File: src/rtl/pwm_pkg.sv
package pwm_pkg;

    localparam int PWM_W = 8;

    typedef logic [PWM_W-1:0] cnt_t;

    typedef struct packed {
        cnt_t period;
        cnt_t duty;
        cnt_t offset;
    } wave_cfg_t;

    typedef struct packed {
        logic       invert;
        logic [1:0] en;
    } ctrl_t;

    typedef enum logic [1:0] {
        REG_PERIOD = 2'd0,
        REG_DUTY   = 2'd1,
        REG_OFFSET = 2'd2,
        REG_CTRL   = 2'd3
    } reg_sel_e;

    localparam logic [1:0] EN_RUN = 2'b11;

    // Window test: active when the distance from the start count, taken
    // around the period, is below the duty. Offset >= period starts at 0.
    function automatic logic in_window(cnt_t cnt, wave_cfg_t cfg);
        cnt_t         start;
        logic [PWM_W:0] rel;
        logic         hit;
        start = (cfg.offset >= cfg.period) ? '0 : cfg.offset;
        if (cnt >= start)
            rel = {1'b0, cnt} - {1'b0, start};
        else
            rel = {1'b0, cnt} + {1'b0, cfg.period} - {1'b0, start};
        if (cfg.duty == '0)
            hit = 1'b0;
        else if (cfg.duty >= cfg.period)
            hit = 1'b1;
        else
            hit = (rel < {1'b0, cfg.duty});
        return hit;
    endfunction

endpackage

File: src/rtl/pwm_regs.sv
module pwm_regs
    import pwm_pkg::*;
(
    input  logic             clk,
    input  logic             rst,
    input  logic             wr_en,
    input  logic [1:0]       wr_addr,
    input  logic [PWM_W-1:0] wr_data,
    input  logic [1:0]       rd_addr,
    output logic [PWM_W-1:0] rd_data,
    output wave_cfg_t        shadow,
    output ctrl_t            ctrl
);

    always_ff @(posedge clk) begin
        if (rst) begin
            shadow <= '0;
            ctrl   <= '0;
        end else if (wr_en) begin
            case (reg_sel_e'(wr_addr))
                REG_PERIOD: shadow.period <= wr_data;
                REG_DUTY:   shadow.duty   <= wr_data;
                REG_OFFSET: shadow.offset <= wr_data;
                default:    ctrl          <= ctrl_t'(wr_data[2:0]);
            endcase
        end
    end

    always_comb begin
        case (reg_sel_e'(rd_addr))
            REG_PERIOD: rd_data = shadow.period;
            REG_DUTY:   rd_data = shadow.duty;
            REG_OFFSET: rd_data = shadow.offset;
            default:    rd_data = {{(PWM_W-3){1'b0}}, ctrl};
        endcase
    end

endmodule

File: src/rtl/pwm_tick_gen.sv
module pwm_tick_gen #(
    parameter int DIV = 4
) (
    input  logic clk,
    input  logic rst,
    input  logic run,
    output logic tick
);

    localparam int PW = (DIV > 1) ? $clog2(DIV) : 1;

    generate
        if (DIV <= 1) begin : g_direct
            assign tick = run;
        end else begin : g_count
            localparam logic [PW-1:0] LAST = (PW)'(DIV - 1);
            logic [PW-1:0] pre_q;
            always_ff @(posedge clk) begin
                if (rst || !run)
                    pre_q <= '0;
                else if (pre_q == LAST)
                    pre_q <= '0;
                else
                    pre_q <= pre_q + (PW)'(1);
            end
            assign tick = run && (pre_q == LAST);
        end
    endgenerate

endmodule

File: src/rtl/pwm_engine.sv
module pwm_engine
    import pwm_pkg::*;
(
    input  logic      clk,
    input  logic      rst,
    input  logic      tick,
    input  wave_cfg_t shadow,
    input  ctrl_t     ctrl,
    output logic      run,
    output logic      level,
    output logic      period_start
);

    localparam cnt_t ONE = cnt_t'(1);

    logic      run_q, lvl_q, pstart_q;
    cnt_t      cnt_q;
    wave_cfg_t act_q;
    logic      want;

    assign want = (ctrl.en == EN_RUN);

    always_ff @(posedge clk) begin
        if (rst) begin
            run_q    <= 1'b0;
            lvl_q    <= 1'b0;
            pstart_q <= 1'b0;
            cnt_q    <= '0;
            act_q    <= '0;
        end else begin
            pstart_q <= 1'b0;
            if (!run_q) begin
                if (want && shadow.period != '0) begin
                    run_q    <= 1'b1;
                    act_q    <= shadow;
                    cnt_q    <= '0;
                    pstart_q <= 1'b1;
                end
            end else if (!want) begin
                run_q <= 1'b0;
            end else begin
                lvl_q <= ctrl.invert ^ in_window(cnt_q, act_q);
                if (tick) begin
                    if (cnt_q == act_q.period - ONE) begin
                        cnt_q <= '0;
                        if (shadow.period == '0) begin
                            run_q <= 1'b0;
                        end else begin
                            act_q    <= shadow;
                            pstart_q <= 1'b1;
                        end
                    end else begin
                        cnt_q <= cnt_q + ONE;
                    end
                end
            end
        end
    end

    assign run          = run_q;
    assign level        = lvl_q;
    assign period_start = pstart_q;

    AST_FROZEN_HOLD: assert property (@(posedge clk) disable iff (rst)
        !run_q |=> $stable(lvl_q));
    AST_START_BOTH_BITS: assert property (@(posedge clk) disable iff (rst)
        $rose(run_q) |-> $past(ctrl.en) == EN_RUN);
    AST_START_NONZERO: assert property (@(posedge clk) disable iff (rst)
        $rose(run_q) |-> act_q.period != '0);
    AST_PSTART_AT_ZERO: assert property (@(posedge clk) disable iff (rst)
        pstart_q |-> cnt_q == '0);
    AST_CNT_IN_RANGE: assert property (@(posedge clk) disable iff (rst)
        run_q |-> cnt_q < act_q.period);
    AST_LOAD_AT_BOUNDARY: assert property (@(posedge clk) disable iff (rst)
        !pstart_q |-> $stable(act_q));

endmodule

File: src/rtl/pwm_phase_gen.sv
module pwm_phase_gen
    import pwm_pkg::*;
#(
    parameter int TICK_DIV = 4
) (
    input  logic             clk,
    input  logic             rst,
    input  logic             wr_en,
    input  logic [1:0]       wr_addr,
    input  logic [PWM_W-1:0] wr_data,
    input  logic [1:0]       rd_addr,
    output logic [PWM_W-1:0] rd_data,
    output logic             pwm_out,
    output logic             period_start
);

    wave_cfg_t shadow;
    ctrl_t     ctrl;
    logic      run, tick;

    pwm_regs u_regs (
        .clk     (clk),
        .rst     (rst),
        .wr_en   (wr_en),
        .wr_addr (wr_addr),
        .wr_data (wr_data),
        .rd_addr (rd_addr),
        .rd_data (rd_data),
        .shadow  (shadow),
        .ctrl    (ctrl)
    );

    pwm_tick_gen #(.DIV(TICK_DIV)) u_tick (
        .clk  (clk),
        .rst  (rst),
        .run  (run),
        .tick (tick)
    );

    pwm_engine u_engine (
        .clk          (clk),
        .rst          (rst),
        .tick         (tick),
        .shadow       (shadow),
        .ctrl         (ctrl),
        .run          (run),
        .level        (pwm_out),
        .period_start (period_start)
    );

    AST_PSTART_ONE_CLOCK: assert property (@(posedge clk) disable iff (rst)
        period_start && TICK_DIV > 1 |=> !period_start);

endmodule

File: config.mk
export PLATFORM = sky130hd
export DESIGN_NAME = pwm_phase_gen
export DESIGN_NICKNAME = d
export VERILOG_FILES = /design/src/rtl/pwm_pkg.sv /design/src/rtl/pwm_regs.sv /design/src/rtl/pwm_tick_gen.sv /design/src/rtl/pwm_engine.sv /design/src/rtl/pwm_phase_gen.sv
export SDC_FILE = /design/constraint.sdc
export NUM_CORES = 1
export LEC_CHECK = 0
export BUFFER_PORTS_ARGS = -buffer_cell sky130_fd_sc_hd__buf_2
export CAP_MARGIN = 20
export CORE_MARGIN = 2
export CORE_UTILIZATION = 55
export CTS_BUF_LIST = sky130_fd_sc_hd__clkbuf_8
export CTS_CLUSTER_DIAMETER = 40
export DETAILED_ROUTE_END_ITERATION = 8
export PLACE_DENSITY_LB_ADDON = 0.3
export REMOVE_ABC_BUFFERS = 1
export SLEW_MARGIN = 20
export SYNTH_ARGS = -nofsm -noshare
export SYNTH_HDL_FRONTEND = slang
export SYNTH_HIERARCHICAL = 1
export SYNTH_SLANG_ARGS = --single-unit
File: constraint.sdc
create_clock -name clk -period 6.35 [get_ports clk]
set_input_delay 0.635 -clock clk [delete_from_list [all_inputs] [get_ports clk]]
set_output_delay 0.635 -clock clk [all_outputs]
set_load 0.03 [all_outputs]
==> flow_summary.json, run 1 <==
{
  "area_growth_pct": 7.461,
  "design_area_mm2": 0.005046,
  "syn_area_per_cell_um2": 8.961,
  "syn-cell-area_mm2": 0.004696,
  "vias": 3774,
  "row_count": 33,
  "grt_pass1_vias": 3579,
  "drt-initial-drc-count": 191,
  "port_buffers": 24,
  "nNetsFinal": 610,
  "final_max_slew_viol_count": 0,
  "cap_violations": 0,
  "status": "completed",
  "root_buffer": "clkbuf_8",
  "wirelength_met1_mm": 5.148,
  "floorplan.die_area_mm2": 0.009293,
  "critPathLaunchType": "register",
  "synth_seq_cells": 64,
  "postRouteAntennaNets": 0,
  "synth_top_family_by_area": "simple AND/OR/NAND/NOR gates",
  "async_flop_share_pct": 0,
  "layout-drive-gt1-share_pct": 10.95,
  "leakagePower_uw": 0.002359,
  "clock_tree.buffer_depth": 2,
  "grt-ovfl-total": 0,
  "postCtsSetupBuffers": 0,
  "finalWeightedCongestion": 0.9189,
  "drc": 0,
  "crit_arrival_ns": 5.93,
  "insertedDiodeCount": 0,
  "worstRegToRegCells": 26,
  "ys_types": 59,
  "synth-adder-area-share_pct": 15.29,
  "wl_met2_mm": 5.144,
  "tns_ns": 0,
  "die_width_um": 96.40,
  "cts-htree-levels": 3,
  "hpwl_mm": 8.495,
  "drt_pass1_iterations": 4,
  "clk_pin_slew_ns": 0.07,
  "clock_sinks": 64,
  "whs_path_depth": 1,
  "ys.flop_type": "dfxtp_1",
  "worstSetupPathType": "register to register",
  "ff2ff_setup_slack_ns": 0.67,
  "worstSkewPairLatency_ns": 0.35,
  "dieHeight_um": 96.40,
  "hold_buffers": 0,
  "worstPathRequired_ns": 6.59,
  "floorplan.initialDensity_pct": 56.86,
  "place_area_mm2": 0.004843,
  "dr_wl_met3_um": 451,
  "slowest_delay_ns": 0.48,
  "worst_pin_slew_ns": 1.021,
  "setup_viol": 0,
  "grt_first_pass_wirelength_mm": 17.79,
  "cts_tree": "done",
  "ys_seq_area_share_pct": 27.28,
  "grt_max_degree": 68,
  "wl_mm": 10.97,
  "finalCritPeriodShare_pct": 89.52,
  "ir_drop_mv": 0.1999,
  "min_path_type": "register to register",
  "cts-buffers-inserted": 9,
  "cp_slowest_cell": "dfxtp_1",
  "cp_max_fo": 7,
  "timing.rr.start": "u_engine/act_q[16]",
  "rsz0062_at_grt": "no",
  "skew_ns": 0.01448,
  "synth-edff-count": 0,
  "fillers": 742,
  "multiInputGateArea_mm2": 0.003138,
  "hold_start": "u_tick/g_count.pre_q[0]",
  "synth_xor_area_share_pct": 4.450,
  "ctsResizeCount": 0,
  "routed.top_layer": "met4",
  "path_common_cell": "a211oi_1",
  "wire_per_inst_um": 16.79,
  "register_area_mm2": 0.001281,
  "synth-compound-area-share_pct": 12.26,
  "globalRouteTotalUtil_pct": 25.23,
  "r2r-end": "u_engine/level",
  "core-area_mm2": 0.008258,
  "post-route-min-period_ns": 5.685,
  "synthMuxAreaShare_pct": 14.47,
  "p_per_area_mw_per_mm2": 162.5,
  "syn_inst": 524,
  "viasPerCell": 5.779,
  "yosysWarnings": 6,
  "max_freq_ghz": 0.1759,
  "cp-end-kind": "register",
  "slew_headroom_pct": 31.70,
  "synthSimpleGateAreaFrac_pct": 20.36,
  "antenna_found_initial": 0,
  "final_hold_viol_count": 0,
  "holdPathEnd": "u_tick/g_count.pre_q[0]",
  "io_pins": 25
}
## critical path: cells and delay by family (launching register included)
family	cells	cell delay, ns
AO/OA/AOI/OAI	16	3.05
adder cells (fa/ha/maj)	4	1.20
AND/OR/NAND/NOR	4	0.58
flip-flops	1	0.48
XOR/XNOR	1	0.19
buffers and inverters	1	0.08
## flip-flops by register name (all words and copies together), names as in the netlist
name and cells:
u_regs/ctrl 3, u_engine/level 1, u_tick/g_count.pre_q 2, u_regs/shadow 24, u_engine/act_q 24, u_engine/run 1
u_engine/cnt_q 8, u_engine/period_start 1
## how the worst max path moves through the flow
stage | slack [ns] | from | depth (start not counted) | end
finish | 0.67 | u_engine/act_q[16] | 26 | u_engine/level
global route | 0.29 | u_engine/act_q[16] | 26 | u_engine/level
CTS | 0.69 | u_engine/act_q[16] | 26 | u_engine/level
detailed placement | 0.75 | u_engine/act_q[16] | 26 | u_engine/level
global placement | 1.0 | u_engine/act_q[16] | 26 | u_engine/level
floorplan | 0.94 | u_engine/act_q[16] | 26 | u_engine/level
## power breakdown
part	internal, uW	total (uW)	switching, uW
clock	185	359	174
combinational	20.4	47.6	27.2
sequential	407	414	6.40
## metrics by stage
| stage | power, uW | setup WS [ns] | std cells | hold slack (ns) | utilization (%) |
|---|---|---|---|---|---|
| after CTS | 829.2 | 0.6882 | 653 | 0.4640 | 61.11 |
| after global routing | 852.4 | 0.2859 | 653 | 0.4741 | 61.11 |
| after floorplan | 448.9 | 0.9354 | 507 | 0.4190 | - |
| after detailed placement | 470.4 | 0.7497 | 637 | 0.4478 | 58.65 |
| after global placement | 469.1 | 0.9950 | 637 | 0.4296 | 58.65 |
| final | 819.9 | 0.6654 | 653 | 0.4591 | 61.11 |
## per-layer routing
metal,track usage (%),vias to the layer above
li1,-,1863
met1,33.71,1818
met2,41.72,79
met3,3.879,14
met4,8.568,0
met5,0,-
## Yosys cell counts, types with 12 or more instances
cell      instances  share of area [%]
dfxtp_1          64                 27
mux2i_1          60                 13
nor2_1           51                4.1
inv_1            44                3.5
ha_1             43                 11
nand2b_1         42                5.6
nand2_1          26                2.1
a21oi_1          18                1.9
o21ai_0          15                1.6
xnor2_1          15                2.8
and2_1           12                1.6
## cells in the final DEF (no fill, tap or decap), drive strengths merged, types with 4 or more instances in the layout
master   count
dfxtp       64
mux2i       60
nor2        51
inv         46
ha          43
nand2b      42
nand2       26
buf         25
a21oi       18
o21ai       15
xnor2       15
and2        12
clkbuf       9
nand3        9
fa           9
nor2b        8
a21o         8
xor2         8
nor3         7
a211oi       5
nor4         5
o2bb2ai      5
nand4        4
o21a         4
clkinv       4
## cell families after synthesis
kind of cell / count (synthesis)
flip-flops: 64
multiplexers: 64
adder cells (fa/ha/maj): 52
AO/OA/AOI/OAI: 81
AND/OR/NAND/NOR: 179
XOR/XNOR: 23
buffers and inverters: 61
## cell type report
class	instances	share of cell area (%)
repair buffers	25	2.529
clock buffers	9	2.455
well taps	105	2.604
flip-flops and latches	64	25.39
clock inverters	7	1.562
multi-input cells	399	62.19
inverters	44	3.273
Power figures use the tool's default switching activity.
==> inputs of run 2 (changes only) <==
--- a/config.mk
+++ b/config.mk
@@ -5,6 +5,7 @@
 export SDC_FILE = /design/constraint.sdc
 export NUM_CORES = 1
 export LEC_CHECK = 0
+export ABC_AREA = 1
 export BUFFER_PORTS_ARGS = -buffer_cell sky130_fd_sc_hd__buf_2
 export CAP_MARGIN = 20
 export CORE_MARGIN = 2
@@ -12,6 +13,7 @@
 export CTS_BUF_LIST = sky130_fd_sc_hd__clkbuf_8
 export CTS_CLUSTER_DIAMETER = 40
 export DETAILED_ROUTE_END_ITERATION = 8
+export GPL_ROUTABILITY_DRIVEN = 0
 export PLACE_DENSITY_LB_ADDON = 0.3
 export REMOVE_ABC_BUFFERS = 1
 export SLEW_MARGIN = 20
==> flow_summary.json, run 2 <==
{
  "cts-buffers-inserted": 9,
  "yosysWarnings": 6,
  "root_buffer": "clkbuf_8",
  "final_common_cell": "nand2_1",
  "seqPwrFrac_pct": 44.0,
  "clock_tree.buffer_depth": 2,
  "netSwitchingFraction_pct": 26.13,
  "floorplan.initialDensity_pct": 55.95,
  "cap_violations": 0,
  "final_cells": 830,
  "io_pins": 25,
  "largestRegisters": "u_engine/act_q x24, u_regs/shadow x24, u_engine/cnt_q x8",
  "ir_drop_mv": 0.1325,
  "crit_family": "compound AO/OA/AOI/OAI gates",
  "layout-drive-gt1-share_pct": 11.08,
  "ys_seq_area_share_pct": 26.51,
  "final_max_slew_viol_count": 0,
  "core-area_mm2": 0.008636,
  "crit_arrival_ns": 5.47,
  "worstPathRequired_ns": 6.59,
  "wl_mm": 11.25,
  "syn_area_per_cell_um2": 6.933,
  "min_path_type": "register to register",
  "area_growth_pct": 7.690,
  "post-route-min-period_ns": 5.227,
  "synth-edff-count": 0,
  "floorplan.die_area_mm2": 0.009551,
  "slowest_delay_ns": 0.52,
  "drt_pass1_iterations": 5,
  "grt_max_degree": 28,
  "critPathLaunchType": "register",
  "hold_buffers": 0,
  "slew_headroom_pct": 51.16,
  "dieHeight_um": 97.73,
  "insertedDiodeCount": 0,
  "rsz0062_at_grt": "no",
  "ys_types": 45,
  "synth_most_common_cell": "nand2_1",
  "vias": 4360,
  "drt-initial-drc-count": 215,
  "path_common_cell": "nand2_1",
  "leakagePower_uw": 0.002569,
  "postRouteAntennaNets": 0,
  "cp-end-kind": "register",
  "drc": 0,
  "clock_sinks": 64,
  "setup_viol": 0,
  "antenna_found_initial": 0,
  "p_per_area_mw_per_mm2": 184.6,
  "postCtsSetupBuffers": 0,
  "worstSkewPairLatency_ns": 0.35,
  "tns_ns": 0,
  "final_cell_mix": "nand2_1, nor2_1, inv_1",
  "worst_pin_slew_ns": 0.7280,
  "status": "completed",
  "crit_buf_inv": 4,
  "cts-htree-levels": 3,
  "power.switching_uw": 251.0,
  "clockPowerShare_pct": 46.2,
  "synth_top_area_cell": "dfxtp_1",
  "nNetsFinal": 784,
  "yosys-top-cells-area": "dfxtp_1, ha_1, nand2_1",
  "cp_slowest_cell": "fa_1",
  "wire_per_inst_um": 13.56,
  "cp_max_fo": 8,
  "setup_ws_ns": 1.123,
  "max_freq_ghz": 0.1913,
  "hpwl_mm": 8.836,
  "die_width_um": 97.73,
  "grt_pass1_vias": 4178,
  "synth_seq_cells": 64,
  "viasPerCell": 5.253,
  "clk_pin_slew_ns": 0.08,
  "power_frac_comb_pct": 9.9,
  "final_hold_viol_count": 0,
  "post-place-ws_ns": 1.232,
  "ctsResizeCount": 0,
  "grt_first_pass_wirelength_mm": 19.13,
  "skew_ns": 0.01013,
  "ys.flop_type": "dfxtp_1",
  "fillers": 812,
  "row_count": 34,
  "synthTopCellsByCount": "nand2_1, nor2_1, inv_1",
  "port_buffers": 24,
  "synthDominantCellAreaShare_pct": 26.51,
  "placed_cells": 814,
  "syn-cell-area_mm2": 0.004832,
  "grt-ovfl-total": 0,
  "cts_tree": "done",
  "fin_util_pct": 60.26,
  "globalRouteTotalUtil_pct": 24.53,
  "finalCritPeriodShare_pct": 82.31,
  "power.internal_uw": 709.7,
  "worstSetupPathType": "register to register",
  "async_flop_share_pct": 0,
  "syn_inst": 697
}
run 2: path summary, 6_finish.rpt:
path                           start  depth (start not counted)                 endpoint  slack (ns)
min          u_tick/g_count.pre_q[0]                          1  u_tick/g_count.pre_q[0]        0.43
min reg2reg  u_tick/g_count.pre_q[0]                          1  u_tick/g_count.pre_q[0]        0.43
max reg2reg       u_engine/act_q[17]                         33           u_engine/level        1.12
max               u_engine/act_q[17]                         33           u_engine/level        1.12
run 2: layer usage:
layer | wire (um) | GRT usage (%) | vias to the layer above | share of wire (%)
met5 | 0 | 0 | - | 0
met4 | 365 | 10.68 | 0 | 3.2
met3 | 510 | 3.436 | 22 | 4.5
met2 | 5411 | 42.33 | 123 | 48
met1 | 4967 | 30.66 | 1983 | 44
li1 | - | - | 2232 | -
run 2: area by class of cell:
type                       instances  area (um^2)  share of cell area (%)
multi-input combinational        498         2959                   56.86
clock inverter                     7        126.4                   2.428
sequential                        64         1281                   24.62
inverter                         120        457.9                   8.800
tap                              108        135.1                   2.597
clock buffer                       9        123.9                   2.380
timing repair buffer              24        120.1                   2.308
run 2: worst reg2reg max path: cells and delay by family, from the launching register on:
family | cells | cell delay [ns]
buffers and inverters | 4 | 0.43
adder cells (fa/ha/maj) | 4 | 1.33
AND/OR/NAND/NOR | 14 | 1.33
AO/OA/AOI/OAI | 11 | 1.71
flip-flops | 1 | 0.32
run 2: stage by stage:
stage | total power, uW | area, um^2 | hold WS (ns)
after floorplan | 494.1 | 4698 | 0.3962
after global placement | 522.0 | 4954 | 0.4029
after detailed placement | 524.9 | 4954 | 0.4255
after CTS | 967.1 | 5204 | 0.4375
after global routing | 997.1 | 5204 | 0.4518
final | 960.7 | 5204 | 0.4342
run 2: power by group through the flow:
stage                     clock network (uW)  registers (uW)  logic, uW
final                                    444             422       94.7
after global routing                     466             424        108
after CTS                                451             422       94.1
after detailed placement                   0             432       93.4
after global placement                     0             431       91.0
after floorplan                            0             428       66.1
run 2: kinds of logic (layout without fill, tap and decap cells):
kind of cell | count (synthesis) | count (layout) | synth area share, %
simple gates | 337 | 337 | 31.80
buf+inv | 135 | 160 | 12.25
flops | 64 | 64 | 26.51
fa+ha+maj | 52 | 52 | 14.86
mux | 3 | 3 | 0.6215
xor+xnor | 25 | 25 | 4.687
compound gates | 81 | 81 | 9.270
==> inputs of run 3 (changes only) <==
==> constraint.sdc (replaced) <==
create_clock -name clk -period 4.5 [get_ports clk]
set_input_delay 0.45 -clock clk [delete_from_list [all_inputs] [get_ports clk]]
set_output_delay 0.45 -clock clk [all_outputs]
set_load 0.03 [all_outputs]
==> flow_summary.json, run 3 (synthesis results as in run 2) <==
{
  "status": "finished, violations left",
  "violations": "negative setup slack",
  "grt_pass1_vias": 4561,
  "p_per_area_mw_per_mm2": 224.8,
  "critPathLaunchType": "register",
  "worst_pin_slew_ns": 0.7304,
  "row_count": 34,
  "final_hold_viol_count": 0,
  "whs_ns": 0.3493,
  "cap_violations": 0,
  "post-route-min-period_ns": 4.651,
  "rsz0062_at_grt": "yes",
  "leakagePower_uw": 0.002782,
  "root_buffer": "clkbuf_8",
  "clock_tree.buffer_depth": 2,
  "path_common_cell": "nand2_1",
  "postRouteAntennaNets": 0,
  "hpwl_mm": 9.536,
  "viasPerCell": 5.303,
  "wl_mm": 12.42,
  "ff2ff_setup_slack_ns": -0.15,
  "clk_pin_slew_ns": 0.09,
  "core-area_mm2": 0.008636,
  "largestRegisters": "u_engine/act_q x24, u_regs/shadow x24, u_engine/cnt_q x8",
  "insertedDiodeCount": 0,
  "final_max_slew_viol_count": 0,
  "holdPathEnd": "u_engine/run",
  "timing.rr.start": "u_engine/act_q[0]",
  "drt-initial-drc-count": 236,
  "worstRegToRegCells": 33,
  "slew_headroom_pct": 51.01,
  "cts-buffers-inserted": 9,
  "final_cell_mix": "nand2_1, inv_1, nor2_1",
  "port_buffers": 24,
  "clock_sinks": 64,
  "worstSetupPathType": "register to register",
  "layout-drive-gt1-share_pct": 20.47,
  "globalRouteTotalUtil_pct": 26.89,
  "final_common_cell": "nand2_1",
  "cp_slowest_cell": "fa_1",
  "drt_pass1_iterations": 5,
  "floorplan.die_area_mm2": 0.009551,
  "r2r-end": "u_engine/level",
  "nNetsFinal": 829,
  "hold_start": "rst",
  "grt_max_degree": 28,
  "cts-htree-levels": 3,
  "setup_ws_ns": -0.1514,
  "whs_path_depth": 2,
  "wire_per_inst_um": 14.20,
  "cp-end-kind": "register",
  "skew_ns": 0.01622,
  "cp_max_fo": 3,
  "antenna_found_initial": 0,
  "place_area_mm2": 0.005246,
  "grt_first_pass_wirelength_mm": 21.11,
  "ir_drop_mv": 0.2002,
  "min_path_type": "primary input to register",
  "setup_viol": 1,
  "slowest_delay_ns": 0.44,
  "vias": 4640,
  "drc": 0,
  "design_area_mm2": 0.005653,
  "worstSkewPairLatency_ns": 0.35,
  "floorplan.initialDensity_pct": 55.95,
  "grt-ovfl-total": 0,
  "hold_buffers": 0,
  "io_pins": 25,
  "crit_arrival_ns": 4.89,
  "worstPathRequired_ns": 4.74,
  "cts_tree": "done",
  "die_width_um": 97.73,
  "finalCritPeriodShare_pct": 103.4,
  "max_freq_ghz": 0.2150,
  "area_growth_pct": 16.99,
  "dieHeight_um": 97.73
}
run 3: routing by layer:
layer  up-vias  GRT usage (%)  part of all wire [%]  wire length [um]
li1       2317              -                     -                 -
met1      2150          33.30                    43              5321
met2       141          46.79                    50              6186
met3        32          4.009                   4.3               529
met4         0          11.32                   3.1               383
met5         -              0                     0                 0
run 3: stage by stage:
step,TNS (ns),total power [uW],utilization (%),setup slack [ns],cells
final,-0.1514,1271,65.46,-0.1514,875
after floorplan,-0.1233,697.3,-,-0.1233,682
after CTS,-0.1642,1274,64.78,-0.1642,874
after global placement,-0.2205,742.0,60.75,-0.2205,853
after detailed placement,-0.3789,747.4,60.75,-0.3789,853
after global routing,-0.3835,1324,65.46,-0.3835,875
run 3: timing repair:
action	CTS	global route
resized for setup	29	11
setup endpoints to repair	1	1
pin swaps	23	20
setup buffers	5	1
run 3: power breakdown:
group / switching, uW / internal [uW] / total, uW
registers: 15.2 / 581 / 596
logic: 96.5 / 55.5 / 152
clock network: 261 / 262 / 523
run 3: worst max path at each step:
| stage | start | endpoint | cells past startpoint |
|---|---|---|---|
| after global routing | u_engine/act_q[0] | u_engine/level | 33 |
| after detailed placement | u_engine/act_q[0] | u_engine/level | 33 |
| after CTS | u_engine/act_q[0] | u_engine/level | 33 |
| final | u_engine/act_q[0] | u_engine/level | 33 |
| after global placement | u_engine/act_q[0] | u_engine/level | 33 |
| after floorplan | u_engine/act_q[0] | u_engine/level | 33 |
run 3: layout make-up:
class,instances,area [um^2]
clock buffer,9,123.9
clock inverter,7,80.08
fill,745,2983
inverter,120,457.9
multi-input combinational,498,3109
sequential,64,1285
tap,108,135.1
timing repair buffer,69,461.7
run 3: worst max-delay path: cells and delay by family, from the launching register on:
kind / cells / cell delay (ns)
AO/OA/AOI/OAI: 12 / 1.85
adder cells (fa/ha/maj): 4 / 1.11
buffers and inverters: 4 / 0.25
flip-flops: 1 / 0.35
AND/OR/NAND/NOR: 13 / 0.98
